File: src/rtl/tx_marker_pin.sv
module tx_marker_pin (
  input  logic        clk,
  input  logic        rst,
  input  logic        t1_mode,
  input  logic        esf_en,
  input  logic        cas_rb_en,
  input  logic        tri_reg,
  input  logic [3:0]  fsel,
  input  logic [31:0] ts_mask,
  input  logic [4:0]  sa_en,
  input  logic        pin_in,
  output logic        pin_out,
  output logic        pin_oe,
  output logic        line_tristate,
  output logic        gpi_status
);
  localparam logic [7:0] E1_LAST_BIT = 8'd255;
  localparam logic [7:0] T1_LAST_BIT = 8'd192;
  localparam logic [4:0] E1_LAST_FRM = 5'd15;
  localparam logic [4:0] ESF_LAST_FRM = 5'd23;
  localparam logic [4:0] SF_LAST_FRM = 5'd11;
  localparam logic [4:0] T1_CHANNELS = 5'd24;

  logic [7:0] bit_q, bit_n;
  logic [4:0] frm_q, frm_n;
  logic       mfb_q, sig_q, dl_q, gpi_q;

  wire [7:0] bit_last = t1_mode ? T1_LAST_BIT : E1_LAST_BIT;
  wire [4:0] frm_last = t1_mode ? (esf_en ? ESF_LAST_FRM : SF_LAST_FRM) : E1_LAST_FRM;

  always_comb begin
    bit_n = bit_q + 8'd1;
    frm_n = frm_q;
    if (bit_q >= bit_last) begin
      bit_n = 8'd0;
      frm_n = (frm_q >= frm_last) ? 5'd0 : frm_q + 5'd1;
    end
    if (rst) begin
      bit_n = 8'd0;
      frm_n = 5'd0;
    end
  end

  wire [7:0] ch_off   = bit_n - 8'd1;
  wire [4:0] t1_ch    = ch_off[7:3];
  wire       rb_frame = (frm_n == 5'd5) || (frm_n == 5'd11) ||
                        (frm_n == 5'd17) || (frm_n == 5'd23);
  wire [7:0] sa_pos   = {sa_en, 3'b000};

  wire mfb_d  = (bit_n == 8'd0) && (frm_n == 5'd0);
  wire sig_e1 = ts_mask[bit_n[7:3]];
  wire sig_t1 = (bit_n != 8'd0) &&
                (cas_rb_en ? (ch_off[2:0] == 3'd7) && rb_frame
                           : (t1_ch < T1_CHANNELS) && ts_mask[t1_ch]);
  wire dl_e1  = (bit_n[7:3] == 5'd0) && frm_n[0] && sa_pos[bit_n[2:0]];
  wire dl_t1  = esf_en && (bit_n == 8'd0) && !frm_n[0];

  always_ff @(posedge clk) begin
    bit_q <= bit_n;
    frm_q <= frm_n;
    mfb_q <= mfb_d;
    sig_q <= t1_mode ? sig_t1 : sig_e1;
    dl_q  <= t1_mode ? dl_t1 : dl_e1;
    if (rst)                 gpi_q <= 1'b0;
    else if (fsel == 4'b1001) gpi_q <= pin_in;
  end

  always_comb begin
    case (fsel)
      4'b0100: pin_out = mfb_q;
      4'b0101: pin_out = sig_q;
      4'b0110: pin_out = dl_q;
      4'b0111: pin_out = clk;
      default: pin_out = 1'b0;
    endcase
  end

  assign pin_oe        = (fsel[3:2] == 2'b01);
  assign line_tristate = tri_reg | ((fsel == 4'b1000) & pin_in);
  assign gpi_status    = gpi_q;
endmodule


File: config.mk
export PLATFORM = sky130hd
export DESIGN_NAME = tx_marker_pin
export DESIGN_NICKNAME = d
export VERILOG_FILES = /design/src/rtl/tx_marker_pin.sv
export SDC_FILE = /design/constraint.sdc
export NUM_CORES = 1
export LEC_CHECK = 0
export ABC_CLOCK_PERIOD_IN_PS = 4200
export BUFFER_PORTS_ARGS = -buffer_cell sky130_fd_sc_hd__buf_2
export CORE_MARGIN = 1
export CORE_UTILIZATION = 55
export CTS_CLUSTER_DIAMETER = 150
export CTS_CLUSTER_SIZE = 10
export DETAILED_ROUTE_END_ITERATION = 12
export PLACE_DENSITY_LB_ADDON = 0.12
export SYNTH_ARGS = -nofsm -noshare
export SYNTH_HDL_FRONTEND = slang
export SYNTH_SLANG_ARGS = --single-unit
export TNS_END_PERCENT = 30
File: constraint.sdc
create_clock -name clk -period 4.2 [get_ports clk]
set_input_delay 0.42 -clock clk [delete_from_list [all_inputs] [get_ports clk]]
set_output_delay 0.42 -clock clk [all_outputs]
set_load 0.02 [all_outputs]
==> results of run 1 <==
metal layers:
metal,vias up,wire [µm]
li1,1096,-
met1,1039,2590
met2,78,2690
met3,9,328
met4,0,65
met5,-,0
cell usage after synthesis (5+ instances only):
library cell,instances
nand2_1,17
nand3_1,10
a211o_1,5
ha_1,11
o21ai_0,11
mux2i_1,11
inv_1,12
a21oi_1,13
xnor2_1,6
o211ai_1,6
nor3_1,7
dfxtp_1,17
nor2_1,23
mux2_2,9
buf_2,6
a211oi_1,10
power by group through the flow:
stage                     Combinational [W]  Sequential [W]    Clock, W
after detailed placement           0.000180        0.000177  0.00000760
after floorplan                    0.000132        0.000173  0.00000677
after global placement             0.000178        0.000177  0.00000760
final                              0.000182        0.000174    0.000207
after global routing               0.000201        0.000175    0.000220
after CTS                          0.000181        0.000174    0.000210
kinds of logic after synthesis:
group           count (synthesis)  synth area share
compound gates                 85             0.315
xor+xnor                       13            0.0640
fa+ha+maj                      11            0.0646
buf+inv                        22            0.0493
flops                          17             0.160
mux                            22             0.120
simple gates                   91             0.227
through the flow:
step	setup slack (ns)	hold WS (ns)	power, W	cell area (µm²)	std cells
floorplan	1.02	0.555	0.000312	2130	261
global placement	0.874	0.478	0.000362	2420	354
detailed placement	0.830	0.487	0.000365	2420	354
CTS	0.666	0.313	0.000564	2500	361
global route	0.613	0.303	0.000596	2500	361
finish	0.674	0.306	0.000563	2500	361
how the worst max path moves through the flow:
stage,slack [ns],end,startpoint
after floorplan,1.02,pin_out,clk
after global placement,0.87,sig_q$_DFF_P_,t1_mode
after detailed placement,0.83,sig_q$_DFF_P_,bit_q[1]$_DFF_P_
after CTS,0.67,pin_out,clk
after global routing,0.61,sig_q$_DFF_P_,bit_q[1]$_DFF_P_
final,0.67,pin_out,clk
critical path, delay by kind of cell:
| kind | cells | cell delay (ns) |
|---|---|---|
| multiplexers | 1 | 0.46 |
| AND/OR/NAND/NOR | 1 | 0.17 |
| buffers and inverters | 3 | 0.38 |
state kept, by name, summed over array words and instances (netlist names):
register    flops
gpi_status      1
mfb_q           1
dl_q            1
frm_q           5
bit_q           8
sig_q           1
layout make-up:
type	count	area (µm²)	area share
clock buffers	8	91.3	0.0365
well taps	48	60.1	0.0240
repair buffers	54	280	0.112
inverters	12	45.0	0.0180
multi-input cells	222	1690	0.674
flip-flops and latches	17	340	0.136
==> metrics.md, run 1 <==
| Metric | Value |
|---|---|
| Outcome | finished, final reports clean |
| Min-Delay Endpoint | gpi_status$_SDFFE_PP0N_ |
| Busiest layer in global routing | met2 |
| First-pass GRT wire length | 9730 µm |
| I/O pins | 52 |
| Congestion Overflow GR | 0 |
| Met2 Use GR | 0.482 |
| Initial drt markers | 188 |
| Max incr delay on CP | 0.46 ns |
| Slew @ Worst Pin | 0.858 ns |
| Die Width | 64.3 µm |
| Fraction of layout instances using a drive strength above 1 | 0.294 |
| Final Hold Viols | 0 |
| Max Slew Vio Count | 0 |
| Post-synthesis sequential area ratio | 0.160 |
| Core Util, Final | 0.679 |
| TritonCTS clock tree | done |
| Reg-to-reg startpoint | bit_q[1]$_DFF_P_ |
| Final setup vio count | 0 |
| Initial DRT Pass Iterations | 4 |
| Max-Cap Viols | 0 |
| Clock share of power | 0.369 |
| Slowest CP cell | mux4_2 |
| Reg2Reg Setup Slack | 0.78 ns |
| Vert. Die Dim | 64.3 µm |
| Worst Hold Launch | pin_in |
| Yosys reg bits | 17 |
| Min-Delay Path Depth | 3 |
| Vias/cell | 6.16 |
| GPL Wtd Cong | 0.885 |
| Area Growth Syn to Fin | 17.4% |
| Gate power share | 0.323 |
| CP Capture Type | output pin |
| Global-route met1 utilization | 0.404 |
| Reg-to-Reg End | sig_q$_DFF_P_ |
| Most frequent cells in the layout | buf_2, nor2_1, nand2_1, dfxtp_1, a21oi_1 |
| CP Launch Type | clock port |
| Clock skew | 0.000504 ns |
| Cell repeated most along the worst path | clkbuf_8 |
| Synth warn | 0 |
| Synthesized area per cell | 8.17 µm² |
| Vias in the first global route | 2082 |
| Initial antenna violation count | 0 |
| Clk Latency, worst-skew pair | 0.36 ns |
| Met3 usage | 0.0446 |
| Synth area leaders | dfxtp_1, ha_1, mux2i_1 |
| R2R depth | 10 |
| Rel. slew slack | 0.424 |
| Initial core utilization | 0.578 |
| Static Leak | 1.09 nW |
| Fin nets | 373 |
| Largest net degree at the start of global routing | 17 |
| Cell Chain, Critical Path | clkbuf_8, clkbuf_8, mux4_2, and2_1, buf_2 |
| Synth unique cells | 69 |
| Pwr dens | 225 nW/µm² |
| Top-area cell type share of the netlist area | 0.160 |
| Most common cell after layout, fill and taps aside | buf_2 |
| Routed wire length | 5680 µm |
| Post-synth EDFFs | 0 |
| Full die area | 4130 µm² |
| Post-CTS Resized | 0 |
| Fillers | 338 |
| Yosys top cell by area | dfxtp_1 |
| Total negative slack | 0 ns |
| FFs w/ async S/R, synth | 0 |
| N_diodes | 0 |
| Cell Int Power | 0.000385 W |
| Sequential Power Share | 0.309 |
| Antenna-violating nets left | 0 |
| Post-DP HPWL | 4510 µm |
| Drc violations | 0 |
| Worst-path clk slew | 0.07 ns |
| Top FF cell, synth | dfxtp_1 |
| Worst Path Arrival | 3.11 ns |
| Via count | 2222 |
| CTS Hold Buffers Added | 0 |
| CP max FO | 2 |
| Syn Nets | 320 |
| GRT Util Overall | 0.299 |
| Worst vdd ir | 0.254 mV |
| Gate Count Post-Synth | 261 |
| Synthesized area | 2130 µm² |
| Row count | 22 |
| HP Class | primary input to flip-flop |
| Sw power | 0.000178 W |
| Routed len/inst | 15.7 µm |
| CP Class | clock port to output pin |
| Core Region | 3690 µm² |
| Crit path required time | 3.78 ns |
| Post-CTS Setup Inserts | 0 |
| RSZ-0062 raised after global routing | no |
| Sw Ratio | 0.317 |
| Port Buffers | 51 |
Power figures use the tool's default switching activity.
==> run 2: changes to the inputs <==
--- a/config.mk
+++ b/config.mk
@@ -5,10 +5,10 @@
 export SDC_FILE = /design/constraint.sdc
 export NUM_CORES = 1
 export LEC_CHECK = 0
-export ABC_CLOCK_PERIOD_IN_PS = 4200
+export ABC_CLOCK_PERIOD_IN_PS = 3200
 export BUFFER_PORTS_ARGS = -buffer_cell sky130_fd_sc_hd__buf_2
 export CORE_MARGIN = 1
-export CORE_UTILIZATION = 55
+export CORE_UTILIZATION = 49
 export CTS_CLUSTER_DIAMETER = 150
 export CTS_CLUSTER_SIZE = 10
 export DETAILED_ROUTE_END_ITERATION = 12
==> constraint.sdc (replaced) <==
create_clock -name clk -period 3.2 [get_ports clk]
set_input_delay 0.32 -clock clk [delete_from_list [all_inputs] [get_ports clk]]
set_output_delay 0.32 -clock clk [all_outputs]
set_load 0.02 [all_outputs]
==> run 2 against run 1 <==
Net effect: hold slack worse by 0.11 ns; final area increased by 5.9%; sequential power increased by 28%; first-iteration DRC count is 34% lower; clock power up 31%; register-to-register slack got worse by 0.61 ns; global-route usage is 2.2 points lower; critical endpoint is now sig_q$_DFF_P_; largest cell class unchanged; highest routed layer unchanged.
==> metrics.md, run 2 (synthesized netlist as in run 1, its figures left out) <==
| Metric | Value |
|---|---|
| Outcome | finished, final reports clean |
| Static Leak | 1.18 nW (+8.8%) |
| Sw Ratio | 0.313 (-0.00344) |
| Initial drt markers | 125 (-34%) |
| CP Launch Type | flip-flop |
| CP Capture Type | flip-flop |
| Congestion Overflow GR | 0 (unchanged) |
| Clk Latency, worst-skew pair | 0.37 ns (about the same) |
| Max Slew Vio Count | 0 (unchanged) |
| Final setup vio count | 0 (unchanged) |
| Final Hold Viols | 0 (unchanged) |
| Initial DRT Pass Iterations | 4 (unchanged) |
| CP max FO | 9 (+7) |
| Via count | 2222 (unchanged) |
| Cell Int Power | 0.000517 W (+34%) |
| Initial core utilization | 0.522 (-0.0563) |
| CP top delay family | compound AO/OA/AOI/OAI gates |
| Die Width | 68.0 µm (+5.8%) |
| Routed wire length | 5880 µm (+3.5%) |
| Sequential Power Share | 0.295 (-0.014) |
| Fraction of layout instances using a drive strength above 1 | 0.340 (+0.0464) |
| Most frequent cells in the layout | buf_2, nor2_1, buf_4 |
| Drc violations | 0 (unchanged) |
| Fmax | 330 MHz |
| Antenna-violating nets left | 0 (unchanged) |
| Routed len/inst | 15.4 µm (-2.2%) |
| Initial antenna violation count | 0 (unchanged) |
| Core Region | 4090 µm² (+11%) |
| Min Tclk post-route | 3.03 ns |
| Sw power | 0.000236 W (+32%) |
| Row count | 23 (+4.5%) |
| Vias in the first global route | 2032 (-2.4%) |
| Fillers | 361 (+6.8%) |
| Clock share of power | 0.361 (-0.008) |
| GRT Util Overall | 0.277 (-0.0223) |
| Final instance area | 2650 µm² (+5.9%) |
| Number of flip-flops under the largest register name | 8 (unchanged) |
| Post-DP HPWL | 4740 µm (+5.1%) |
| Pwr dens | 284 nW/µm² (+26%) |
| CTS Hold Buffers Added | 0 (unchanged) |
| Port Buffers | 51 (unchanged) |
| N_diodes | 0 (unchanged) |
| Slew @ Worst Pin | 0.451 ns (-0.407 ns) |
| Slowest CP cell | a2111oi_2 |
| Vert. Die Dim | 68.0 µm (+5.8%) |
| Largest net degree at the start of global routing | 15 (-2) |
| Most flop-heavy register | bit_q |
| RSZ-0062 raised after global routing | no |
| Placed inst area | 2560 µm² (+6.0%) |
| Max incr delay on CP | 0.41 ns (-0.05 ns) |
| Total negative slack | 0 ns (unchanged) |
| Worst Path Arrival | 3.30 ns (+0.19 ns) |
| Area Growth Syn to Fin | 24.4% |
| Worst Path Buf+Inv | 0 (-3) |
| First-pass GRT wire length | 9440 µm (-3.0%) |
| Fin nets | 392 (+5.1%) |
| Vias/cell | 5.82 (-5.5%) |
| Clock skew | 0.00144 ns (+0.000932 ns) |
| Final worst path period share | 0.947 |
| Largest regs | bit_q x8, frm_q x5 |
| Gate power share | 0.344 (+0.021) |
| I/O pins | 52 (unchanged) |
| Max-Cap Viols | 0 (unchanged) |
| TritonCTS clock tree | done |
| GPL Wtd Cong | 0.871 (-1.5%) |
| Worst-path clk slew | 0.07 ns (about the same) |
| Cell Chain, Critical Path | ha_2, and2b_4, a21boi_4, nor2_2, a22o_1, a2111oi_2, a211oi_1, a211o_1, a221o_1, a32o_1 |
| CP Class | flip-flop to flip-flop |
| Full die area | 4620 µm² (+12%) |
| HP Class | primary input to flip-flop |
| Most common cell after layout, fill and taps aside | buf_2 |
| Worst vdd ir | 0.200 mV (-21%) |
| Crit path required time | 3.47 ns (-0.31 ns) |
| Rel. slew slack | 0.697 (+0.273) |
==> run 2: what timing repair did <==
| item | in CTS | in global routing |
|---|---|---|
| endpoints found under the setup margin | 0 | 1 |
| resized for setup | 0 | 2 |
| buffers inserted | 0 | 0 |
| endpoints found under the hold margin | 0 | 0 |
==> run 2: final timing paths <==
kind                                 from                      end  slack [ns]  cells past startpoint
setup / recovery         bit_q[0]$_DFF_P_            sig_q$_DFF_P_        0.17                     10
setup reg to reg         bit_q[0]$_DFF_P_            sig_q$_DFF_P_        0.17                     10
hold reg to reg   gpi_status$_SDFFE_PP0N_  gpi_status$_SDFFE_PP0N_        0.50                      2
hold / removal                     pin_in  gpi_status$_SDFFE_PP0N_        0.20                      3
==> run 2: per-stage QoR <==
| stage | total power [W] | utilization | hold slack, ns | worst slack [ns] | std cells |
|---|---|---|---|---|---|
| global route | 0.000797 | 0.649 | 0.214 | 0.0246 | 382 |
| CTS | 0.000758 | 0.648 | 0.194 | 0.0772 | 382 |
| finish | 0.000753 | 0.649 | 0.198 | 0.168 | 382 |
| floorplan | 0.000409 | - | 0.464 | 0.204 | 261 |
| detailed placement | 0.000492 | 0.627 | 0.490 | 0.0458 | 375 |
| global placement | 0.000490 | 0.627 | 0.475 | 0.100 | 375 |
==> run 2: area by class of cell <==
cell class,instances,area (µm²),area share
inverters,12,45.0,0.0170
well taps,50,62.6,0.0236
clock buffers,8,91.3,0.0344
multi-input cells,222,1690,0.637
flip-flops and latches,17,342,0.129
repair buffers,73,423,0.159
==> run 2: routing by layer <==
layer  GRT usage  part of all wire  vias up
met5           0                 0        -
met4       0.125             0.020        0
met3      0.0517             0.049       15
met2       0.445              0.46       71
met1       0.356              0.47     1006
li1            -                 -     1130
==> run 2: worst min-delay path: stages <==
cell and delay (ns):
buf_2 0.09, mux2i_1 0.06, nor2_1 0.07
==> run 2: power groups by stage <==
stage	Clock, W	Combinational, W	Sequential, W
final	0.000272	0.000259	0.000222
after global routing	0.000288	0.000286	0.000223
after CTS	0.000280	0.000256	0.000222
after detailed placement	0.00000998	0.000255	0.000227
after global placement	0.00000998	0.000254	0.000226
after floorplan	0.00000889	0.000174	0.000227
